--- config.mk ---
export PLATFORM = sky130hd
export DESIGN_NAME = mux_latch_bank
export DESIGN_NICKNAME = d
export VERILOG_FILES = /design/src/rtl/mlb_pkg.sv /design/src/rtl/mlb_latch_cell.sv /design/src/rtl/mlb_port_gate.sv /design/src/rtl/mlb_a_select.sv /design/src/rtl/mux_latch_bank.sv
export SDC_FILE = /design/constraint.sdc
export NUM_CORES = 1
export LEC_CHECK = 0
export BUFFER_PORTS_ARGS = -buffer_cell sky130_fd_sc_hd__buf_4
export CORE_MARGIN = 8
export CORE_UTILIZATION = 48
export CTS_CLUSTER_DIAMETER = 150
export DETAILED_ROUTE_END_ITERATION = 12
export PLACE_DENSITY = 0.86
export SYNTH_ARGS = -nofsm -noshare
export SYNTH_HDL_FRONTEND = slang
export SYNTH_SLANG_ARGS = --single-unit
--- constraint.sdc ---
create_clock -name clk -period 1.1 [get_ports clk]
set_clock_uncertainty 0.15 [all_clocks]
set_input_delay 0.055 -clock clk [delete_from_list [all_inputs] [get_ports clk]]
set_output_delay 0.055 -clock clk [all_outputs]
set_load 0.02 [all_outputs]
--- src/rtl/mlb_pkg.sv ---
package mlb_pkg;
   localparam int unsigned NBANK = 2;

   typedef enum logic {
      PICK_B2 = 1'b0,
      PICK_B1 = 1'b1
   } pick_e;
endpackage

--- src/rtl/mlb_latch_cell.sv ---
module mlb_latch_cell #(
   parameter int unsigned W = 12
) (
   input  logic         clk,
   input  logic         rst_n,
   input  logic         le,
   input  logic [W-1:0] d,
   output logic [W-1:0] q
);
   logic [W-1:0] held;

   always_ff @(posedge clk or negedge rst_n) begin
      if (!rst_n)  held <= '0;
      else if (le) held <= d;
   end

   // reset overrides the transparent path as well
   always_comb begin
      if (!rst_n)  q = '0;
      else if (le) q = d;
      else         q = held;
   end
endmodule

--- src/rtl/mlb_port_gate.sv ---
module mlb_port_gate #(
   parameter int unsigned W = 12
) (
   input  logic         rst_n,
   input  logic         oe_n,
   input  logic [W-1:0] d,
   output logic [W-1:0] q,
   output logic         valid
);
   logic drive;

   assign drive = rst_n & ~oe_n;
   assign valid = drive;
   assign q     = drive ? d : '0;
endmodule

--- src/rtl/mlb_a_select.sv ---
module mlb_a_select
   import mlb_pkg::*;
#(
   parameter int unsigned W = 12
) (
   input  pick_e                   pick,
   input  logic [NBANK-1:0][W-1:0] src,
   output logic [W-1:0]            q
);
   always_comb begin
      unique case (pick)
         PICK_B1: q = src[0];
         PICK_B2: q = src[1];
         default: q = '0;
      endcase
   end
endmodule

--- src/rtl/mux_latch_bank.sv ---
module mux_latch_bank
   import mlb_pkg::*;
#(
   parameter int unsigned W = 12
) (
   input  logic         clk,
   input  logic         rst_n,
   input  logic         sel,
   input  logic         le_b1a,
   input  logic         le_b2a,
   input  logic         le_ab1,
   input  logic         le_ab2,
   input  logic         a_oe_n,
   input  logic         b1_oe_n,
   input  logic         b2_oe_n,
   input  logic [W-1:0] a_in,
   input  logic [W-1:0] b1_in,
   input  logic [W-1:0] b2_in,
   output logic [W-1:0] a_out,
   output logic         a_valid,
   output logic [W-1:0] b1_out,
   output logic         b1_valid,
   output logic [W-1:0] b2_out,
   output logic         b2_valid
);
   generate
      if (W < 1 || W > 1024) begin : g_bad_width
         $error("mux_latch_bank: W must lie in 1..1024");
      end
   endgenerate

   logic [NBANK-1:0]        le_up, le_dn, b_oe_n, b_valid;
   logic [NBANK-1:0][W-1:0] b_in, up_q, dn_q, b_q;
   logic [W-1:0]            a_pick;

   assign le_up  = {le_b2a, le_b1a};
   assign le_dn  = {le_ab2, le_ab1};
   assign b_oe_n = {b2_oe_n, b1_oe_n};
   assign b_in   = {b2_in, b1_in};

   // one B-to-A latch, one A-to-B latch and one port gate per B bank
   for (genvar i = 0; i < NBANK; i++) begin : g_bank
      mlb_latch_cell #(.W(W)) u_up (
         .clk(clk), .rst_n(rst_n), .le(le_up[i]), .d(b_in[i]), .q(up_q[i])
      );
      mlb_latch_cell #(.W(W)) u_dn (
         .clk(clk), .rst_n(rst_n), .le(le_dn[i]), .d(a_in), .q(dn_q[i])
      );
      mlb_port_gate #(.W(W)) u_gate (
         .rst_n(rst_n), .oe_n(b_oe_n[i]), .d(dn_q[i]), .q(b_q[i]),
         .valid(b_valid[i])
      );
   end

   mlb_a_select #(.W(W)) u_sel (
      .pick(pick_e'(sel)), .src(up_q), .q(a_pick)
   );

   mlb_port_gate #(.W(W)) u_a_gate (
      .rst_n(rst_n), .oe_n(a_oe_n), .d(a_pick), .q(a_out), .valid(a_valid)
   );

   assign b1_out   = b_q[0];
   assign b2_out   = b_q[1];
   assign b1_valid = b_valid[0];
   assign b2_valid = b_valid[1];
endmodule

==> After elaboration in Yosys (flattened, before gate mapping) <==
Cells that the tools add are included.
{ "word_totals": {"word_cells": 23, "regBits": 48} }
{ "op_classes": {"n_bitwise": 7, "muxes": 12} }
{ "op_table": {"columns": ["cell", "count"], "rows": [
  ["2-to-1 mux 12 bit", 11],
  ["case mux 12 bit (2 select lines)", 1],
  ["inverter 1 bit", 4],
  ["bitwise AND 1 bit", 3]
]} }

==> Logic depth before layout (Yosys ltp) <==
Gate-level depths: netlist of the first run.
{ "logic_depth": {"ltp_word": 4, "ltp_mapped": 3, "depth_no_buf": 2} }

==> Cells and area by module <==
From an unflattened synthesis of the first run, not the netlist that was laid out.
{ "hier_totals": {"cells_unflattened": 210, "hier_area_um2": 2836.5} }
{ "by_module_without_submodules": {"columns": ["module", "cells_per_inst", "instances", "seq_area_each_um2", "area_each_um2"], "rows": [
  ["mlb_latch_cell", 38, 4, 300.3, 565.5],
  ["mlb_port_gate", 15, 3, 0.0, 130.1],
  ["mlb_a_select", 13, 1, 0.0, 183.9]
]} }

==> Worst setup path after synthesis of the first run <==
No wires, ideal clock.
{ "synth_path": {"path_type": "reg2out", "from": "register g_bank[1].u_up.held[1]", "to": "output a_out[1]", "required_time_ns": 0.895, "stages_incl_launch_ff": 3, "arrival_ns": 0.898, "n_path_buf": 0, "slack_ns": -0.003, "path_cell_list": "dfrtp_1 -> mux2_4 -> a22o_1"} }
{ "synth_via": {"elab_chain_len": 4} }
{ "synth_rtl": {"columns": ["item", "line", "rtl"], "rows": [
  ["start: declaration", "mlb_latch_cell.sv:10", "logic [W-1:0] held;"],
  ["start signal: assignment", "mlb_latch_cell.sv:13", "if (!rst_n) held <= '0;"],
  ["start signal: assignment", "mlb_latch_cell.sv:14", "else if (le) held <= d;"],
  ["2-to-1 mux 12 bit", null, null],
  ["2-to-1 mux 12 bit", "mlb_latch_cell.sv:19", "if (!rst_n) q = '0;"],
  ["case mux 12 bit (2 select lines)", "mlb_a_select.sv:11", "unique case (pick)"],
  ["2-to-1 mux 12 bit", "mlb_port_gate.sv:14", "assign q = drive ? d : '0;"],
  ["end: declaration", "mux_latch_bank.sv:19", "output logic [W-1:0] a_out,"]
]} }
Every way passes these cells.

==> Worst setup path in the final report of the first run <==
{ "layout_path": {"from": "register g_bank[0].u_up.held[8]", "to": "output a_out[8]"} }
{ "layout_via": {"elab_chain_len": 4} }
{ "layout_rtl": {"columns": ["item", "line"], "rows": [
  ["start: declaration", "mlb_latch_cell.sv:10"],
  ["start signal: assignment", "mlb_latch_cell.sv:13"],
  ["start signal: assignment", "mlb_latch_cell.sv:14"],
  ["2-to-1 mux 12 bit", null],
  ["2-to-1 mux 12 bit", "mlb_latch_cell.sv:19"],
  ["case mux 12 bit (2 select lines)", "mlb_a_select.sv:11"],
  ["2-to-1 mux 12 bit", "mlb_port_gate.sv:14"]
]} }
Every way passes these cells.

==> results of run 1 <==
==> worst max-delay path by stage <==
stage / slack, ps / end / from
after floorplan: 3 / a_out[0] / g_bank[1].u_up.held[0]$_DFF_PN0_
after global placement: -130 / a_out[3] / g_bank[1].u_up.held[3]$_DFF_PN0_
after detailed placement: -150 / a_out[0] / le_b2a
after CTS: -430 / a_out[5] / g_bank[1].u_up.held[5]$_DFF_PN0_
after global routing: -490 / a_out[8] / g_bank[1].u_up.held[8]$_DFF_PN0_
final: -440 / a_out[8] / g_bank[0].u_up.held[8]$_DFF_PN0_
==> synthesized netlist by cell type <==
| master | n |
|---|---|
| sky130_fd_sc_hd__buf_6 | 1 |
| sky130_fd_sc_hd__and3b_1 | 1 |
| sky130_fd_sc_hd__nor3b_2 | 1 |
| sky130_fd_sc_hd__clkbuf_1 | 2 |
| sky130_fd_sc_hd__a22o_1 | 12 |
| sky130_fd_sc_hd__nand2b_1 | 2 |
| sky130_fd_sc_hd__mux2_2 | 36 |
| sky130_fd_sc_hd__nor2b_1 | 25 |
| sky130_fd_sc_hd__clkbuf_8 | 1 |
| sky130_fd_sc_hd__mux2_4 | 12 |
| sky130_fd_sc_hd__buf_2 | 2 |
| sky130_fd_sc_hd__buf_4 | 2 |
| sky130_fd_sc_hd__dfrtp_1 | 48 |
| sky130_fd_sc_hd__inv_1 | 2 |
==> registers in the layout (all words and copies together) (netlist names) <==
name,cells
g_bank.u_dn.held,24
g_bank.u_up.held,24
==> layer usage <==
layer | up-vias | track usage (%) | wire [um]
met3 | 8 | 7.71 | 500
met1 | 827 | 19.0 | 2560
met2 | 63 | 28.5 | 3360
met4 | 0 | 4.31 | 72
met5 | - | 0 | 0
li1 | 742 | - | -
==> worst register-to-register path, cell delays in order, from the launching register on <==
cell and delay [ps]:
sky130_fd_sc_hd__dfrtp_1 370, sky130_fd_sc_hd__mux2_4 280, sky130_fd_sc_hd__buf_4 140, sky130_fd_sc_hd__buf_4 120
==> logic make-up (layout without fill, tap and decap cells) <==
family          Yosys count  count (layout)  synth area share (%)
flops                    48              48                  55.9
buf+inv                  10             128                  3.03
compound gates           12              12                  4.90
mux                      48              48                  27.3
simple gates             29              29                  8.86
==> area by class of cell <==
cell class | instances | area share, %
Multi-Input combinational cell | 89 | 33.5
Clock buffer | 8 | 2.47
Tap cell | 52 | 1.78
Sequential cell | 48 | 32.9
Timing Repair Buffer | 118 | 29.2
Inverter | 2 | 0.206
==> report_power, final <==
part | switching, mW | internal [mW] | total (mW)
Combinational | 0.495 | 0.737 | 1.23
Sequential | 0.0546 | 1.94 | 1.99
Clock | 0.547 | 0.513 | 1.06
Total | 1.10 | 3.19 | 4.28
==> through the flow <==
step | std cells | TNS (ps) | total power [mW] | util, % | setup slack (ps)
after floorplan | 147 | 0 | 2.51 | - | 2.57
after global placement | 289 | -1440 | 2.88 | 69.0 | -128
after detailed placement | 289 | -1570 | 2.91 | 69.0 | -147
after CTS | 307 | -12690 | 4.12 | 77.8 | -435
after global routing | 317 | -13890 | 4.49 | 84.4 | -488
final | 317 | -12240 | 4.28 | 84.4 | -445
==> timing repair <==
item | 4_1_cts | 5_1_grt
endpoints found under the setup margin | 36 | 37
endpoints found under the hold margin | 96 | 70
resized for setup | 50 | 50
gates cloned | 0 | 0
pin swaps | 11 | 2
buffers inserted | 7 | 8
hold buffers | 3 | 2
==> results.py, run 1 <==
metrics = {
    "outcome": {
        "run_status": "finished, violations left",
        "violated_checks": "negative hold slack, negative setup slack",
    },
    "synthesis": {
        "synth.avg_cell_area_um2": 14.6,
        "post_synth_num_cell_types": 14,
        "syn_inst": 147,
        "synth-seq-cells": 48,
        "synth-seq-area-share_pct": 55.9,
        "synth_fp_nets": 193,
        "syn-cell-area_mm2": 0.00215,
        "yosysWarningCount": 0,
        "synth_top_area_share_pct": 55.9,
        "yosys-top-cells-area": "sky130_fd_sc_hd__dfrtp_1, sky130_fd_sc_hd__mux2_2, sky130_fd_sc_hd__mux2_4, sky130_fd_sc_hd__nor2b_1, sky130_fd_sc_hd__a22o_1",
        "synth.largest_area_cell": "sky130_fd_sc_hd__dfrtp_1",
    },
    "grt": {
        "gr-usage-all-layers_pct": 17.0,
        "grt_antenna_before_repair": 0,
        "first_global_vias": 1828,
        "globalRoute.totalOverflow": 0,
        "grt_pass1_wl_mm": 9.59,
        "maximum_number_of_pins_on_one_net_before_global_route_repair": 20,
    },
    "cells_and_area": {
        "diode_insertion_count_for_antenna_repair": 0,
        "layout_common_cells": "sky130_fd_sc_hd__buf_4, sky130_fd_sc_hd__dfrtp_1, sky130_fd_sc_hd__buf_6",
        "layout.filler_cells": 214,
        "post_route_cells_drive_above_1_share_pct": 76.2,
        "multi_input_comb_area_mm2": 0.00122,
        "areaGrowthSynthToFinish_pct": 70.0,
        "finalNetCount": 310,
        "final_common_cell": "sky130_fd_sc_hd__buf_4",
        "fin_area_mm2": 0.00365,
        "layout.area.seq_mm2": 0.00120,
    },
    "detailed_routing": {
        "route.antenna.remaining_nets": 0,
        "drt_iter0_drc": 55,
        "routed_wl_mm": 6.49,
        "avgRoutedWirePerCell_um": 20.5,
        "firstDrtPassIters": 4,
        "drt_drc_violations_left": 0,
        "num_vias": 1640,
        "via_density_per_instance": 5.17,
    },
    "clock_tree": {
        "clkSinkCount": 48,
        "clk_pin_slew_ps": 80,
        "cts_buffer_depth": 2,
        "cts_buffers": 5,
        "clock-root-buffer": "sky130_fd_sc_hd__clkbuf_8",
        "clock_insertion_delay_at_the_later_pin_of_the_skew_report_ps": 290,
        "cts-htree-levels": 2,
        "tritoncts": "built",
    },
    "floorplan": {
        "boundaryPins": 85,
        "fp.dieArea_mm2": 0.00687,
        "initial_core_util_pct": 49.7,
        "placement_rows": 24,
        "fp.dieW_um": 82.9,
        "core_region_area_mm2": 0.00432,
        "fp.dieH_um": 82.9,
    },
    "pwr": {
        "power.density_mw_per_mm2": 1170,
        "cellLeakagePower_nw": 1.85,
        "max-vdd-ir-drop_mv": 0.781,
    },
    "timing": {
        "worstMarginPinSlew_ps": 241,
        "layout_setup_ws_ps": -445,
        "grt_setup_unrepaired": "yes",
        "maxClockFrequency_ghz": 0.647,
        "timing.final.setup_violations": 38,
        "hold_ws_ps": -145,
        "timing.final.hold_violations": 46,
        "fin_crit_sh_pct": 140,
        "layout_min_cycle_time_ps": 1540,
        "worst_slew_margin_rel_pct": 83.9,
        "slew_viol_final": 0,
    },
    "setup_path": {
        "reg2reg_setup_slack_ps": -60,
        "critical_path_class": "reg -> out",
        "r2r-end": "g_bank[1].u_up.held[8]$_DFF_PN0_",
        "crit_chain": "mux2_2, a22o_4, buf_6",
        "critical_path.top_delay_family": "flip-flops",
        "worstPathArrival_ps": 1340,
        "crit_path_max_fanout": 2,
        "highest_delay_cell_along_the_critical_path": "sky130_fd_sc_hd__dfrtp_1",
        "endpoint_kind_of_the_worst_setup_timing_path": "primary output",
        "worstRegToRegCells": 3,
        "worstPathBufferInverterCount": 1,
        "critical_path_required_ps": 890,
        "cp_slowest_stage_delay_ps": 380,
        "setup.worst_path.start_class": "register",
        "regToRegStartpoint": "g_bank[1].u_up.held[8]$_DFF_PN0_",
        "crit_cells": 3,
    },
    "min_path": {
        "holdCritStartpoint": "b2_in[7]",
        "worst_hold_path.num_cells": 2,
        "hold_class": "in -> reg",
        "hold_end": "g_bank[1].u_up.held[7]$_DFF_PN0_",
    },
    "run": {
        "max_cap_violations": 0,
    },
    "placed_design": {
        "dpl_cell_area_mm2": 0.00299,
        "dp_hpwl_mm": 4.07,
        "place_congestion": 0.711,
        "port_buffers": 84,
    },
}
No activity file was read; power rests on OpenSTA's default activity.
==> inputs of run 2 (changes only) <==
--- a/config.mk
+++ b/config.mk
@@ -8,6 +8,7 @@
 export BUFFER_PORTS_ARGS = -buffer_cell sky130_fd_sc_hd__buf_4
 export CORE_MARGIN = 8
 export CORE_UTILIZATION = 48
+export CTS_BUF_LIST = sky130_fd_sc_hd__clkbuf_4 sky130_fd_sc_hd__clkbuf_8 sky130_fd_sc_hd__clkbuf_16
 export CTS_CLUSTER_DIAMETER = 150
 export DETAILED_ROUTE_END_ITERATION = 12
 export PLACE_DENSITY = 0.86
==> constraint.sdc (replaced) <==
create_clock -name clk -period 1.55 [get_ports clk]
set_clock_uncertainty 0.15 [all_clocks]
set_input_delay 0.0775 -clock clk [delete_from_list [all_inputs] [get_ports clk]]
set_output_delay 0.0775 -clock clk [all_outputs]
set_load 0.02 [all_outputs]
==> run 2 against run 1 <==
The run still ends with negative hold slack, negative setup slack left. Worst hold slack gained 130 ps. Largest cell class is now flip-flops and latches. Sequential share of layout area grew 1.5 points. Final cell count up 5.4%. Die area is the same.
==> results.py, run 2 (synthesized netlist as in run 1, its figures left out) <==
metrics = {
    "grt": {
        "globalRoute.totalOverflow": 0,
        "first_global_vias": 1962,
        "grt_antenna_before_repair": 0,
        "gr-usage-all-layers_pct": 17.7,
        "grt_pass1_wl_mm": 10.1,
        "maximum_number_of_pins_on_one_net_before_global_route_repair": 43,
    },
    "cells_and_area": {
        "layout_common_cells": "sky130_fd_sc_hd__buf_4, sky130_fd_sc_hd__dfrtp_1, sky130_fd_sc_hd__dlygate4sd3_1",
        "layout.filler_cells": 255,
        "registers_with_the_most_flip_flops": "g_bank.u_dn.held x24, g_bank.u_up.held x24",
        "areaGrowthSynthToFinish_pct": 62.4,
        "diode_insertion_count_for_antenna_repair": 0,
        "finalNetCount": 327,
        "final_common_cell": "sky130_fd_sc_hd__buf_4",
        "post_route_cells_drive_above_1_share_pct": 51.8,
        "layout.cells.non_filler": 334,
    },
    "pwr": {
        "power.share.clock_pct": 28.9,
        "cellInternalPower_mw": 2.34,
        "power.density_mw_per_mm2": 892,
        "combinationalPowerShare_pct": 25.8,
        "p_switching_mw": 0.767,
        "totalPowerFinal_mw": 3.11,
        "seq_power_share_pct": 45.3,
        "power.switching_fraction_pct": 24.7,
        "cellLeakagePower_nw": 1.66,
        "max-vdd-ir-drop_mv": 0.676,
    },
    "detailed_routing": {
        "firstDrtPassIters": 4,
        "via_density_per_instance": 5.08,
        "drt_drc_violations_left": 0,
        "num_vias": 1696,
        "route.antenna.remaining_nets": 0,
        "avgRoutedWirePerCell_um": 18.5,
        "routed_wl_mm": 6.19,
        "drt_iter0_drc": 87,
    },
    "timing": {
        "hold_ws_ps": -15.4,
        "worst_slew_margin_rel_pct": 46.6,
        "layout_setup_ws_ps": -13.6,
        "slew_viol_final": 0,
        "setup_tns_ps": -23.1,
        "fin_crit_sh_pct": 101,
        "worstMarginPinSlew_ps": 798,
        "timing.final.hold_violations": 1,
        "maxClockFrequency_ghz": 0.640,
        "timing.final.setup_violations": 2,
        "layout_min_cycle_time_ps": 1560,
        "grt_setup_unrepaired": "yes",
    },
    "setup_path": {
        "endpoint_kind_of_the_worst_setup_timing_path": "primary output",
        "critical_path_class": "reg -> out",
        "critical_path_required_ps": 1320,
        "highest_delay_cell_along_the_critical_path": "sky130_fd_sc_hd__dfrtp_1",
        "crit_path_max_fanout": 2,
        "worstPathBufferInverterCount": 1,
        "reg2reg_setup_slack_ps": 40,
        "worstPathArrival_ps": 1340,
        "critical_path.top_delay_family": "flip-flops",
        "cp_slowest_stage_delay_ps": 380,
        "setup.worst_path.start_class": "register",
        "crit_chain": "mux2_4, a22o_1, buf_6",
    },
    "floorplan": {
        "boundaryPins": 85,
        "fp.dieH_um": 82.9,
        "placement_rows": 24,
        "core_region_area_mm2": 0.00432,
        "initial_core_util_pct": 49.7,
        "fp.dieArea_mm2": 0.00687,
        "fp.dieW_um": 82.9,
    },
    "clock_tree": {
        "clk_pin_slew_ps": 90,
        "cts_buffer_depth": 2,
        "clock_insertion_delay_at_the_later_pin_of_the_skew_report_ps": 290,
        "clkSinkCount": 48,
        "cts_buffers": 5,
        "tritoncts": "built",
        "clock-root-buffer": "sky130_fd_sc_hd__clkbuf_8",
        "cts-htree-levels": 2,
    },
    "placed_design": {
        "dp.cells": 277,
        "place_congestion": 0.755,
        "dp_hpwl_mm": 3.88,
        "port_buffers": 84,
    },
    "run": {
        "max_cap_violations": 0,
    },
    "outcome": {
        "run_status": "finished, violations left",
        "violated_checks": "negative hold slack, negative setup slack",
    },
    "min_path": {
        "hold_class": "in -> reg",
    },
}
==> run 2: cell count changes in the layout (fill, tap and decap cells not counted), moves of 17 or more <==
cell	change
sky130_fd_sc_hd__dlygate4sd3_1	+44
sky130_fd_sc_hd__mux2_2	+17
sky130_fd_sc_hd__nor2b_4	-21
sky130_fd_sc_hd__buf_6	-23
sky130_fd_sc_hd__nor2b_1	+21
sky130_fd_sc_hd__mux2_4	-17
==> run 2: cell type report <==
| class | count | area (um2) | share of cell area (%) |
|---|---|---|---|
| well taps | 52 | 65.1 | 1.87 |
| flip-flops and latches | 48 | 1200 | 34.5 |
| clock buffers | 5 | 68.8 | 1.97 |
| repair buffers | 135 | 1190 | 34.0 |
| multi-input cells | 89 | 915 | 26.2 |
| inverters | 2 | 7.51 | 0.215 |
| clock inverters | 3 | 42.5 | 1.22 |
==> run 2: worst paths after layout <==
check / from / to / depth (start not counted)
setup / recovery: g_bank[1].u_up.held[3]$_DFF_PN0_ / a_out[3] / 3
hold reg to reg: g_bank[0].u_up.held[10]$_DFF_PN0_ / g_bank[0].u_up.held[10]$_DFF_PN0_ / 1
min in group asynchronous: rst_n / g_bank[1].u_dn.held[3]$_DFF_PN0_ / 3
max in group asynchronous: rst_n / g_bank[1].u_dn.held[0]$_DFF_PN0_ / 4
hold / removal: b2_in[10] / g_bank[1].u_up.held[10]$_DFF_PN0_ / 3
setup reg to reg: g_bank[1].u_up.held[3]$_DFF_PN0_ / g_bank[1].u_up.held[3]$_DFF_PN0_ / 2
==> run 2: timing repair <==
action                                  CTS  global route
resized for setup                        11            12
endpoints found under the hold margin    96             3
endpoints found under the setup margin   10            16
hold buffers                             48             2
buffers inserted                          1             0
==> run 2: through the flow <==
stage / instance area [um2] / util, % / worst slack, ps
floorplan: 2150 / - / 424
global placement: 2800 / 64.8 / 40.3
detailed placement: 2800 / 64.8 / 62.2
CTS: 3440 / 79.6 / -3.79
global route: 3490 / 80.6 / -68.3
finish: 3490 / 80.6 / -13.6
==> run 2: power groups by stage <==
stage	sequential, mW	clock, mW	combinational [mW]
2_1_floorplan	1.42	0	0.337
4_1_cts	1.41	0.911	0.770
5_1_grt	1.42	0.977	0.859
3_3_place_gp	1.42	0	0.570
6_report	1.41	0.898	0.803
3_5_place_dp	1.43	0	0.579
==> run 2: metal layers <==
layer / global-route usage (%) / vias up / share of wire, %
met5: 0 / - / 0
met4: 5.75 / 0 / 2.2
met3: 4.30 / 11 / 4.3
met2: 32.4 / 50 / 55
met1: 19.2 / 860 / 39
li1: - / 775 / -
==> run 2: worst register-to-register path, delay by kind of cell (launching register included) <==
family / cells / cell delay, ps
multiplexers: 1 / 290
buffers and inverters: 1 / 570
flip-flops: 1 / 380
==> inputs of run 3 (changes only) <==
--- a/config.mk
+++ b/config.mk
@@ -7,11 +7,11 @@
 export LEC_CHECK = 0
 export BUFFER_PORTS_ARGS = -buffer_cell sky130_fd_sc_hd__buf_4
 export CORE_MARGIN = 8
-export CORE_UTILIZATION = 48
+export CORE_UTILIZATION = 40
 export CTS_BUF_LIST = sky130_fd_sc_hd__clkbuf_4 sky130_fd_sc_hd__clkbuf_8 sky130_fd_sc_hd__clkbuf_16
 export CTS_CLUSTER_DIAMETER = 150
 export DETAILED_ROUTE_END_ITERATION = 12
-export PLACE_DENSITY = 0.86
+export PLACE_DENSITY = 0.75
 export SYNTH_ARGS = -nofsm -noshare
 export SYNTH_HDL_FRONTEND = slang
 export SYNTH_SLANG_ARGS = --single-unit
==> run 3 against run 2 <==
The run still ends with negative hold slack, negative setup slack left. Routed wire length fell by 3.2%. Worst setup slack improved by 2.1 ps. Worst hold slack got worse by 23 ps. Maximum frequency rose by 0.13%. Critical path type unchanged. Largest cell class unchanged.
==> results.py, run 3 (synthesized netlist as in run 1, its figures left out) <==
metrics = {
    "clock_tree": {
        "clock_insertion_delay_at_the_later_pin_of_the_skew_report_ps": 290,
        "tritoncts": "built",
        "cts_buffer_depth": 2,
        "clk_pin_slew_ps": 90,
        "cts-htree-levels": 2,
        "cts_buffers": 5,
        "clkSinkCount": 48,
        "clock-root-buffer": "sky130_fd_sc_hd__clkbuf_8",
    },
    "floorplan": {
        "boundaryPins": 85,
        "initial_core_util_pct": 41.8,
        "fp.dieW_um": 89.3,
        "fp.dieArea_mm2": 0.00797,
        "placement_rows": 26,
        "core_region_area_mm2": 0.00514,
        "fp.dieH_um": 89.3,
    },
    "detailed_routing": {
        "avgRoutedWirePerCell_um": 17.0,
        "drt_iter0_drc": 42,
        "via_density_per_instance": 4.68,
        "num_vias": 1652,
        "routed_wl_mm": 6.00,
        "drt_drc_violations_left": 0,
        "firstDrtPassIters": 2,
        "route.antenna.remaining_nets": 0,
    },
    "cells_and_area": {
        "areaGrowthSynthToFinish_pct": 61.9,
        "layout_common_cells": "sky130_fd_sc_hd__buf_4, sky130_fd_sc_hd__dlygate4sd3_1, sky130_fd_sc_hd__dfrtp_1",
        "post_route_cells_drive_above_1_share_pct": 50.9,
        "finalNetCount": 328,
        "diode_insertion_count_for_antenna_repair": 0,
        "final_core_utilization_pct": 67.6,
        "final_common_cell": "sky130_fd_sc_hd__buf_4",
        "registers_with_the_most_flip_flops": "g_bank.u_dn.held x24, g_bank.u_up.held x24",
    },
    "timing": {
        "maxClockFrequency_ghz": 0.640,
        "slew_viol_final": 0,
        "grt_setup_unrepaired": "yes",
        "hold_ws_ps": -38.3,
        "fin_crit_sh_pct": 101,
        "timing.final.hold_violations": 1,
        "layout_setup_ws_ps": -11.5,
        "timing.final.setup_violations": 4,
        "worst_slew_margin_rel_pct": 60.5,
        "worstMarginPinSlew_ps": 592,
        "layout_min_cycle_time_ps": 1560,
    },
    "setup_path": {
        "reg2reg_setup_slack_ps": 60,
        "critical_path_class": "reg -> out",
        "crit_path_start": "g_bank[1].u_up.held[2]$_DFF_PN0_",
        "critical_path_required_ps": 1320,
        "worstPathArrival_ps": 1330,
        "worstRegToRegCells": 2,
        "r2r-end": "g_bank[0].u_up.held[7]$_DFF_PN0_",
        "crit_path_max_fanout": 2,
        "setup.worst_path.start_class": "register",
        "endpoint_kind_of_the_worst_setup_timing_path": "primary output",
        "regToRegStartpoint": "g_bank[0].u_up.held[7]$_DFF_PN0_",
        "cp-endpoint": "a_out[2]",
    },
    "pwr": {
        "seq_power_share_pct": 47.3,
        "power.share.clock_pct": 26.1,
        "totalPowerFinal_mw": 2.97,
        "power.density_mw_per_mm2": 856,
        "power.switching_fraction_pct": 25.4,
        "cellLeakagePower_nw": 1.64,
        "max-vdd-ir-drop_mv": 0.598,
        "p_switching_mw": 0.757,
        "combinationalPowerShare_pct": 26.6,
        "cellInternalPower_mw": 2.22,
    },
    "run": {
        "max_cap_violations": 0,
    },
    "min_path": {
        "hold_class": "in -> reg",
    },
    "placed_design": {
        "place_congestion": 0.749,
        "dp_hpwl_mm": 3.96,
        "port_buffers": 84,
    },
    "grt": {
        "first_global_vias": 1914,
        "globalRoute.totalOverflow": 0,
        "gr-usage-all-layers_pct": 15.7,
        "grt_pass1_wl_mm": 9.48,
        "maximum_number_of_pins_on_one_net_before_global_route_repair": 40,
        "grt_antenna_before_repair": 0,
    },
    "outcome": {
        "violated_checks": "negative hold slack, negative setup slack",
        "run_status": "finished, violations left",
    },
}
-- run 3: changes by cell type in the layout (fill, tap and decap cells not counted), sizes merged --
cell         before  now
clkbuf            5    6
clkinvlp          1    0
dlygate4sd3      48   49
bufinv            1    0
clkinv            1    2
-- run 3: metal layers --
| layer | global-route usage, % | vias to the layer above | share of wire [%] |
|---|---|---|---|
| met5 | 0 | - | 0 |
| met4 | 5.44 | 0 | 1.3 |
| met3 | 3.03 | 6 | 3.9 |
| met2 | 27.9 | 36 | 53 |
| met1 | 18.3 | 833 | 42 |
| li1 | - | 777 | - |
-- run 3: cell type report --
| cell class | instances | area [um2] |
|---|---|---|
| flip-flops and latches | 48 | 1200 |
| fillers | 433 | 1660 |
| well taps | 70 | 87.6 |
| repair buffers | 136 | 1190 |
| clock buffers | 6 | 82.6 |
| inverters | 2 | 7.51 |
| multi-input cells | 89 | 898 |
| clock inverters | 2 | 10.0 |
-- run 3: per-stage QoR --
step                cell area [um2]  setup WS, ps  hold WS, ps  cells  setup TNS [ps]
global route                   3480         -50.4        -45.3    353            -407
CTS                            3450         -8.02        -39.1    353           -16.3
global placement               2820          40.9         -121    295               0
finish                         3480         -11.5        -38.3    353           -22.7
detailed placement             2820          28.2         -110    295               0
floorplan                      2150           424         -368    147               0
-- run 3: critical path: stages (launching register included) --
cell                      delay (ps)
sky130_fd_sc_hd__dfrtp_1         380
sky130_fd_sc_hd__mux2_4          270
sky130_fd_sc_hd__a22o_1          250
sky130_fd_sc_hd__buf_6           130
-- run 3: timing repair --
action,in CTS,in global routing
buffers inserted,1,0
cloned,0,0
endpoints found under the setup margin,10,14
gates resized for setup,10,6
hold buffers,49,2
endpoints found under the hold margin,96,3
-- run 3: power groups by stage --
stage	Clock, mW	Sequential [mW]	Combinational, mW
2_1_floorplan	0	1.42	0.337
3_3_place_gp	0	1.42	0.576
3_5_place_dp	0	1.43	0.582
4_1_cts	0.786	1.41	0.776
5_1_grt	0.848	1.42	0.852
6_report	0.776	1.41	0.792
-- run 3: how the worst min path moves through the flow --
stage	from	to	cells past startpoint
after floorplan	rst_n	g_bank[0].u_dn.held[0]$_DFF_PN0_	0
after global placement	rst_n	g_bank[0].u_up.held[10]$_DFF_PN0_	2
after detailed placement	rst_n	g_bank[0].u_dn.held[2]$_DFF_PN0_	2
after CTS	b2_in[2]	g_bank[1].u_up.held[2]$_DFF_PN0_	3
after global routing	b2_in[2]	g_bank[1].u_up.held[2]$_DFF_PN0_	3
final	b2_in[2]	g_bank[1].u_up.held[2]$_DFF_PN0_	3
